[config.mk]
export PLATFORM = sky130hd
export DESIGN_NAME = exposure_frame_ctrl
export DESIGN_NICKNAME = d
export VERILOG_FILES = /design/src/rtl/exp_pkg.sv /design/src/rtl/exp_sel_decode.sv /design/src/rtl/exp_line_track.sv /design/src/rtl/exp_ms_timer.sv /design/src/rtl/exposure_frame_ctrl.sv
export SDC_FILE = /design/constraint.sdc
export NUM_CORES = 1
export LEC_CHECK = 0
export ABC_AREA = 1
export CELL_PAD_IN_SITES_DETAIL_PLACEMENT = 0
export CELL_PAD_IN_SITES_GLOBAL_PLACEMENT = 1
export CORE_MARGIN = 2
export CORE_UTILIZATION = 43
export DETAILED_ROUTE_END_ITERATION = 16
export HOLD_SLACK_MARGIN = 0.06
export PLACE_DENSITY = 0.86
export SKIP_CTS_REPAIR_TIMING = 1
export SLEW_MARGIN = 20
export SYNTH_ARGS = -nofsm -noshare
export SYNTH_HDL_FRONTEND = slang
export SYNTH_SLANG_ARGS = --single-unit
[constraint.sdc]
create_clock -name clk -period 3.4 [get_ports clk]
set_clock_uncertainty 0.1 [all_clocks]
set_input_delay 0.68 -clock clk [delete_from_list [all_inputs] [get_ports clk]]
set_output_delay 0.68 -clock clk [all_outputs]
set_load 0.01 [all_outputs]
[src/rtl/exp_pkg.sv]
package exp_pkg;
   typedef enum logic [1:0] {
      ST_READOUT = 2'd0,
      ST_INTEG   = 2'd1,
      ST_PDXFER  = 2'd2
   } exp_state_t;
endpackage

[src/rtl/exp_sel_decode.sv]
module exp_sel_decode #(
   parameter int SEL_W        = 5,
   parameter int LINES        = 1104,
   parameter int NO_SHUT_LINE = 2040,
   parameter int SHUT_CODES   = 7,
   parameter int MS_STEP      = 4,
   parameter int LW           = 11,
   parameter int TW           = 7
) (
   input  logic [SEL_W-1:0] sel,
   output logic [LW-1:0]    shut_line,
   output logic [TW-1:0]    tick_target
);
   localparam int STEP = LINES / (SHUT_CODES + 1);

   int code;
   always_comb begin
      code = int'(sel);
      if (code >= 1 && code <= SHUT_CODES) begin
         shut_line   = LW'(LINES - code * STEP);
         tick_target = '0;
      end else begin
         shut_line   = LW'(NO_SHUT_LINE);
         tick_target = (code > SHUT_CODES) ? TW'((code - SHUT_CODES) * MS_STEP) : '0;
      end
   end
endmodule

[src/rtl/exp_line_track.sv]
module exp_line_track #(
   parameter int LW = 11
) (
   input  logic          clk,
   input  logic          rst_n,
   input  logic          clear,
   input  logic          enable,
   input  logic          line_adv,
   input  logic [LW-1:0] shut_line,
   output logic          shut_pulse,
   output logic          shut_seen
);
   logic [LW-1:0] line_cnt;
   logic          hit;

   assign hit = enable && line_adv && (line_cnt == shut_line);

   always_ff @(posedge clk or negedge rst_n) begin
      if (!rst_n) begin
         line_cnt   <= '0;
         shut_pulse <= 1'b0;
         shut_seen  <= 1'b0;
      end else begin
         shut_pulse <= hit;
         if (clear) begin
            line_cnt  <= '0;
            shut_seen <= 1'b0;
         end else begin
            if (enable && line_adv && line_cnt != '1)
               line_cnt <= line_cnt + 1'b1;
            if (hit)
               shut_seen <= 1'b1;
         end
      end
   end
endmodule

[src/rtl/exp_ms_timer.sv]
module exp_ms_timer #(
   parameter int TW = 7
) (
   input  logic          clk,
   input  logic          rst_n,
   input  logic          clear,
   input  logic          enable,
   input  logic          tick,
   input  logic [TW-1:0] target,
   output logic          reached
);
   logic [TW-1:0] cnt;

   assign reached = (cnt == target);

   always_ff @(posedge clk or negedge rst_n) begin
      if (!rst_n)
         cnt <= '0;
      else if (clear)
         cnt <= '0;
      else if (enable && tick && !reached)
         cnt <= cnt + 1'b1;
   end
endmodule

[src/rtl/exposure_frame_ctrl.sv]
module exposure_frame_ctrl
   import exp_pkg::*;
#(
   parameter int SEL_W              = 5,
   parameter int LINES              = 1104,
   parameter int NO_SHUT_LINE       = 2040,
   parameter int SHUT_CODES         = 7,
   parameter int MS_STEP            = 4,
   parameter bit INTEG_FROM_SHUTTER = 1'b1
) (
   input  logic             clk,
   input  logic             rst_n,
   input  logic             ms_tick,
   input  logic [SEL_W-1:0] int_sel,
   input  logic             line_adv,
   input  logic             readout_done,
   output logic             shut_pulse,
   output logic             vd_req,
   output logic             integrate
);
   localparam int LW      = $clog2(NO_SHUT_LINE + 1);
   localparam int MAX_TGT = ((1 << SEL_W) - 1 - SHUT_CODES) * MS_STEP;
   localparam int TW      = (MAX_TGT < 1) ? 1 : $clog2(MAX_TGT + 1);

   if (NO_SHUT_LINE < LINES) begin : g_chk_noshut
      $error("NO_SHUT_LINE must not fall inside the readout");
   end
   if (LINES / (SHUT_CODES + 1) < 1) begin : g_chk_step
      $error("LINES too small for SHUT_CODES");
   end
   if (SHUT_CODES >= (1 << SEL_W)) begin : g_chk_codes
      $error("SHUT_CODES exceeds select range");
   end
   if (MS_STEP < 1) begin : g_chk_ms
      $error("MS_STEP must be at least 1");
   end

   exp_state_t       state;
   logic [SEL_W-1:0] sel_q;
   logic [LW-1:0]    shut_line;
   logic [TW-1:0]    tick_target;
   logic             reached;
   logic             shut_seen;
   logic             frame_start;
   logic             integ_start;

   assign frame_start = (state == ST_PDXFER) && line_adv;
   assign integ_start = (state == ST_READOUT) && readout_done;

   exp_sel_decode #(
      .SEL_W(SEL_W), .LINES(LINES), .NO_SHUT_LINE(NO_SHUT_LINE),
      .SHUT_CODES(SHUT_CODES), .MS_STEP(MS_STEP), .LW(LW), .TW(TW)
   ) u_decode (
      .sel        (sel_q),
      .shut_line  (shut_line),
      .tick_target(tick_target)
   );

   exp_line_track #(.LW(LW)) u_lines (
      .clk       (clk),
      .rst_n     (rst_n),
      .clear     (frame_start),
      .enable    (state == ST_READOUT),
      .line_adv  (line_adv),
      .shut_line (shut_line),
      .shut_pulse(shut_pulse),
      .shut_seen (shut_seen)
   );

   exp_ms_timer #(.TW(TW)) u_timer (
      .clk    (clk),
      .rst_n  (rst_n),
      .clear  (integ_start),
      .enable (state == ST_INTEG),
      .tick   (ms_tick),
      .target (tick_target),
      .reached(reached)
   );

   always_ff @(posedge clk or negedge rst_n) begin
      if (!rst_n) begin
         state  <= ST_READOUT;
         sel_q  <= '0;
         vd_req <= 1'b0;
      end else begin
         vd_req <= 1'b0;
         case (state)
            ST_READOUT: if (readout_done) state <= ST_INTEG;
            ST_INTEG: if (reached) begin
               state  <= ST_PDXFER;
               vd_req <= 1'b1;
            end
            ST_PDXFER: if (line_adv) begin
               state <= ST_READOUT;
               sel_q <= int_sel;
            end
            default: state <= ST_READOUT;
         endcase
      end
   end

   if (INTEG_FROM_SHUTTER) begin : g_integ_shut
      assign integrate = (state == ST_INTEG) || ((state == ST_READOUT) && shut_seen);
   end else begin : g_integ_plain
      assign integrate = (state == ST_INTEG);
   end
endmodule

; Word-level counts from Yosys, hierarchy flattened
; Index checks and enable logic that the tools add are counted.
[word_totals]
regBits = 28
latchBits = 0
ram_bits = 0
rom_bits = 0
inputBits = 10
output_inout_bits = 3
wordCells = 55
memories = 0
[classes]
addsub = 4
mul = 1
n_div = 0
order_cmp = 3
eq_ne = 8
shift = 0
muxes = 15
bitwise_logic = 0
n_reduce_logical = 17
[ops]
columns = cell, n
row1 = $mux W11, 3
row2 = $mux W7, 4
row3 = $add A11 B1 Y11 const B, 1
row4 = $eq A11 B11 Y1, 1
row5 = $ne A11 B11 Y1 const B, 1
row6 = $sub A11 B11 Y11 const A, 1
row7 = $mul A5 B7 Y10 const B, 1
row8 = $logic_and A1 B1 Y1, 9
row9 = $add A7 B1 Y7 const B, 1
row10 = $eq A7 B7 Y1, 1
row11 = $mux W2, 3
row12 = $ne A2 B2 Y1 const B, 3
row13 = $pmux W2 S3, 1
row14 = $reduce_bool A2 Y1, 3
row15 = $ge A5 B1 Y1 const B, 1
row16 = $gt A5 B3 Y1 const B, 1
row17 = $le A5 B3 Y1 const B, 1
row18 = $sub A5 B3 Y5 const B, 1
row19 = $mux W1, 4
row20 = $reduce_and A3 Y1, 1
row21 = $eq A2 B1 Y1 const B, 1
row22 = $eq A2 B2 Y1 const B, 1
row23 = $logic_not A2 Y1, 1
row24 = $reduce_and A2 Y1, 1
row25 = other kinds (2), 2

; Depth between registers and ports, before layout
[logic_depth]
ltp_word = 8
depth_mapped = 20
mapped_depth_nobuf = 20

; Modules after synthesis
; From an unflattened synthesis, not the netlist that was laid out.
[unflattened]
cells_unflattened = 427
area_unflattened_um2 = 2690.1
[modules_own_cells]
columns = module, n_inst, cells_each, area_each_um2, seq_area_each_um2
row1 = exp_line_track, 1, 163, 1019.7, 325.3
row2 = exp_sel_decode, 1, 120, 671.9, 0.0
row3 = exp_ms_timer, 1, 103, 641.9, 175.2
row4 = exposure_frame_ctrl, 1, 41, 356.6, 200.2

; Worst setup path before layout
; OpenSTA, ideal clock, no wires.
[synth_timing]
path_type = reg2reg
from = register sel_q[4]
to = register u_lines.shut_seen
setup_ns = 0.117
arrival_ns = 2.174
required_time_ns = 3.183
setup_slack_ns = 1.009
stages_incl_launch_ff = 16
n_path_buf = 0
period_less_slack_ns = 2.391
path_cell_list = dfrtp_1 ha_1 ha_1 ha_1 nor2_1 nand3_1 nand3_1 nand2_1 nor2_1 nand2_1 nand2_1 nand3_1 nor2_1 nor2_1 nand3_1 nand2_1
[synth_between]
elab_chain_cells = 6
elab_cells_between_ends = 9
classes_between = add/sub (1) / mul (1) / order compare (2) / eq/ne (1) / mux (1) / reduce/logical (3)
[synth_lines]
columns = element, line
row1 = start: declaration, exposure_frame_ctrl.sv:39  ; logic [SEL_W-1:0] sel_q;
row2 = start signal: assignment, exposure_frame_ctrl.sv:95  ; sel_q <= int_sel;
row3 = "$mul A5 B7 Y10, or another cell as far along", exp_sel_decode.sv:20  ; shut_line = LW'(LINES - code * STEP);
row4 = $sub A11 B11 Y11 or $logic_and A1 B1 Y1 (tied branches), "exp_sel_decode.sv:20, exp_sel_decode.sv:19"
row5 = $mux W11 (*), exp_sel_decode.sv:19  ; if (code >= 1 && code <= SHUT_CODES) begin
row6 = $eq A11 B11 Y1 (*), exp_line_track.sv:16  ; assign hit = enable && line_adv && (line_cnt == shut_line);
row7 = $logic_and A1 B1 Y1 (*), exp_line_track.sv:16
row8 = $reduce_bool A2 Y1 (no line) (*), n/a
row9 = end signal: assignment, exp_line_track.sv:22  ; shut_seen <= 1'b0;
row10 = end signal: assignment, exp_line_track.sv:27  ; shut_seen <= 1'b0;
row11 = end signal: assignment, exp_line_track.sv:32  ; shut_seen <= 1'b1;
row12 = end: declaration, exp_line_track.sv:11  ; output logic shut_seen
; Mark *: on every way between the ends. The rest lies on a longest branch, timed or not.
; A chain may end at the register's enable or synchronous reset.

; Worst setup path after layout
[layout_timing]
from = register sel_q[2]
to = register u_lines.shut_seen
; The elaborated chain is that of the path after synthesis.

==> summary.md <==
| Metric | Value |
|---|---|
| Result of the run | finished, final reports clean |
| Period utilization | 0.820 |
| Total design power | 1.03 mW |
| TritonCTS Buffers | 3 |
| Clock slew seen by the registers of the worst setup and hold paths | roughly 100 ps |
| Fraction of power consumed by sequential logic | 0.492 |
| Initial core utilization | 0.440 |
| Reg2Reg Launch Point | sel_q[2]$_DFFE_PN0P_ |
| I/O pin count | 13 |
| Synthesis-to-finish area growth | 9.73% |
| Synth warnings | 0 |
| Endpoint arrival time on the critical path | 2870 ps |
| Number of enable-type register cells in the synthesized netlist | 0 |
| H-Tree Level Count | 1 |
| Cell internal pwr | 612 µW |
| Worst slew pin tran | 430 ps |
| Post-DP HPWL | 4130 µm |
| Final Hold Vio Count | 0 |
| Crit path launch | sel_q[2]$_DFFE_PN0P_ |
| IO buf count | 12 |
| Global-route usage over all layers | 0.191 |
| Overflow left after global routing | 0 |
| Peak clock frequency supported by timing | 359 MHz |
| Share of final-layout standard cells stronger than drive strength 1 | 0.0642 |
| Clock network fraction of total power | 0.186 |
| Number of synthesized register bits | 28 |
| Instance count of the mapped netlist | around 360 |
| Root buffer selected by CTS | clkbuf_8 |
| Clock net sink count | 28 |
| Critical path class | reg -> reg |
| Switch share | 0.404 |
| Flip-flop cell with the highest count after synthesis | dfrtp_1 |
| First-pass GRT wire length | roughly 9500 µm |
| Final setup fails | 0 |
| Area of the mapped netlist | approximately 2400 µm² |
| Wirelength per Cell | about 12 µm |
| Post-detailed-route via-to-cell ratio | roughly 5.0 |
| Lkg Pwr | between 1 and 1.5 nW |
| First drt pass iteration count | 4 |
| Combinational group share of total power | 0.322 |
| Largest net degree at the start of global routing | 29 |
| Slew margin rel. | 0.713 |
| Max-slew violation total from the final report | 0 |
| Number of maximum-capacitance constraint violations | 0 |
| Vias in the first global route | 2,149 |
| Power per Cell Area | around 390 nW/µm² |
| Die boundary width | between 70 and 80 µm |
| Post-layout nets | ~400 |
| Hold Startpoint | u_lines.shut_seen$_DFFE_PN0P_ |
| Inserted Diodes | 0 |
| Vias after detailed routing | between 2,000 and 2,500 |
| DRC violation count after routing | 0 |
| Total Neg Setup Slack | 0 ps |
| Initial antenna violation count | 0 |
| Clock tree from TritonCTS | yes |
| Peak fanout along the critical path | 11 |
| Class of the most critical hold timing path | reg -> reg |
| Mapped Avg Cell Area | 6.61 µm² |
| Die Y | approximately 80 µm |
| Async set-or-reset flop fraction in the synthesized netlist | 1.00 |
| Minimum clock period | 2790 ps |
| Count of routing violations after the opening detailed-route iteration | 87 |
| Cell row count | 27 |
| Sequential share of the synthesized area | 0.293 |
| Post-synthesis net count | 388 |
| Nature of the critical path endpoint | flop |
| Total net switching power | slightly above 400 µW |
| Final estimated routing congestion in global placement | ~0.83 |
| Skew-Pair Late Insertion Delay | approximately 280 ps |
| Startpoint type of the worst setup path | flop |
| IR drop worst, VDD | 0.000231 V |
| Post-route ant nets | 0 |
| Synth unique cells | 28 |
| Unrepaired setup endpoints after global routing | no |
| Required arrival time at the worst endpoint | between 3000 and 4000 ps |
| End-of-flow core utilization | 0.483 |
| Die ar. | roughly 6000 µm² |
| Maximum root-to-sink buffer count | 2 |
| Total detailed-routing wirelength | about 5300 µm |
| Area of the core | about 5400 µm² |
## area by class of cell
| class | count | area, µm² |
|---|---|---|
| clock buffer | 3 | 41.3 |
| fill | 590 | 2810 |
| inverter | 49 | 184 |
| multi-input combinational | 281 | 1480 |
| sequential | 28 | 701 |
| tap | 72 | 90.1 |
| timing repair buffer | 13 | 128 |
## metal layers
metal  vias to the layer above  routed length (µm)  GRT usage  share of wire
li1                       1193                   -          -              -
met3                         5                 133     0.0172          0.025
met4                         0                  57     0.0474          0.011
met5                         -                   0          0              0
met1                       999                2690      0.258           0.51
met2                        28                2380      0.326           0.45
## cell usage in the layout (no fill, tap or decap)
| cell type | synthesis | final |
|---|---|---|
| or2_0 | 1 | 1 |
| nand4_2 | 1 | 1 |
| xor2_1 | 11 | 11 |
| nor2_2 | 4 | 4 |
| o21ai_0 | 18 | 18 |
| nor3_1 | 6 | 6 |
| clkbuf_8 | 0 | 3 |
| ha_1 | 15 | 15 |
| inv_1 | 45 | 45 |
| clkdlybuf4s50_1 | 0 | 12 |
| nor4_1 | 2 | 2 |
| o21ai_1 | 2 | 2 |
| nand2_1 | 104 | 104 |
| nor3_4 | 1 | 1 |
| dfrtp_1 | 28 | 28 |
| inv_2 | 4 | 4 |
| xnor2_1 | 2 | 2 |
| buf_4 | 1 | 1 |
| a21oi_1 | 5 | 5 |
| nand3b_1 | 1 | 1 |
| nand3_1 | 48 | 48 |
| nor2_1 | 41 | 41 |
| nand4_1 | 8 | 8 |
| nor3_2 | 1 | 1 |
| nand2_4 | 1 | 1 |
| nand3_2 | 5 | 5 |
| fa_1 | 1 | 1 |
| nand2_2 | 3 | 3 |
## per-stage QoR
| stage | instances | area (µm²) | hold WS, ps | setup WS, ps |
|---|---|---|---|---|
| after detailed placement | 443 | 2580 | 443 | 624 |
| final | 446 | 2630 | 478 | 611 |
| after floorplan | 362 | 2390 | 284 | 1010 |
| after CTS | 446 | 2630 | 467 | 602 |
| after global placement | 443 | 2580 | 448 | 714 |
| after global routing | 446 | 2630 | 497 | 290 |
## cell usage after synthesis, types with 2 or more instances
cell      count  area (µm²)
nor3_1        6        30.0
nor2_1       41         154
o21ai_1       2        10.0
xnor2_1       2        17.5
nand2_2       3        18.8
inv_1        45         169
nand3_1      48         240
nor4_1        2        12.5
nand2_1     104         390
nand3_2       5        50.1
dfrtp_1      28         701
ha_1         15         188
nor2_2        4        25.0
inv_2         4        15.0
clkbuf_1      2        7.51
o21ai_0      18        90.1
a21oi_1       5        25.0
nand4_1       8        50.1
xor2_1       11        96.3
## state kept, by name, indices dropped and copies added (netlist names)
signal / flops
u_lines.shut_seen: 1
u_lines.shut_pulse: 1
u_lines.line_cnt: 11
sel_q: 5
u_timer.cnt: 7
vd_req: 1
state: 2
## power groups by stage
stage	logic (mW)	clock network [mW]	registers (mW)
5_1_grt	0.387	0.208	0.519
3_5_place_dp	0.332	0	0.513
4_1_cts	0.333	0.198	0.506
3_3_place_gp	0.329	0	0.512
2_1_floorplan	0.263	0	0.485
6_report	0.331	0.191	0.506
## worst max-delay path, stage by stage, from the launching register on
cell and delay, ps:
dfrtp_1 560, ha_1 220, ha_1 140, inv_1 50
fa_1 350, inv_1 60, ha_1 110, inv_1 40
nor2_1 120, nand2_1 90, nand2_1 140, inv_1 70
nor2_1 150, nand2_1 70, nand2_1 60, nand3_1 80
nor2_1 120, nor2_1 60, nand3_1 60, nand2_1 50
## logic make-up (layout without fill, tap and decap cells)
kind of cell             Yosys count  count (layout)  synth area share
buffers and inverters             53              65            0.0879
AND/OR/NAND/NOR                  227             227             0.433
XOR/XNOR                          13              13            0.0476
AO/OA/AOI/OAI                     25              25            0.0523
adder cells (fa/ha/maj)           16              16            0.0868
flip-flops                        28              28             0.293
## worst paths after layout
check | endpoint | slack, ps | cells past startpoint
worst max register to register | u_lines.shut_seen$_DFFE_PN0P_ | 610 | 19
max in group asynchronous | sel_q[1]$_DFFE_PN0P_ | 2230 | 2
worst min register to register | u_lines.shut_seen$_DFFE_PN0P_ | 480 | 2
worst min-delay path | u_lines.shut_seen$_DFFE_PN0P_ | 480 | 2
worst max-delay path | u_lines.shut_seen$_DFFE_PN0P_ | 610 | 19
min in group asynchronous | u_timer.cnt[3]$_DFFE_PN0P_ | 680 | 2
(Power assumes the default switching activity.)
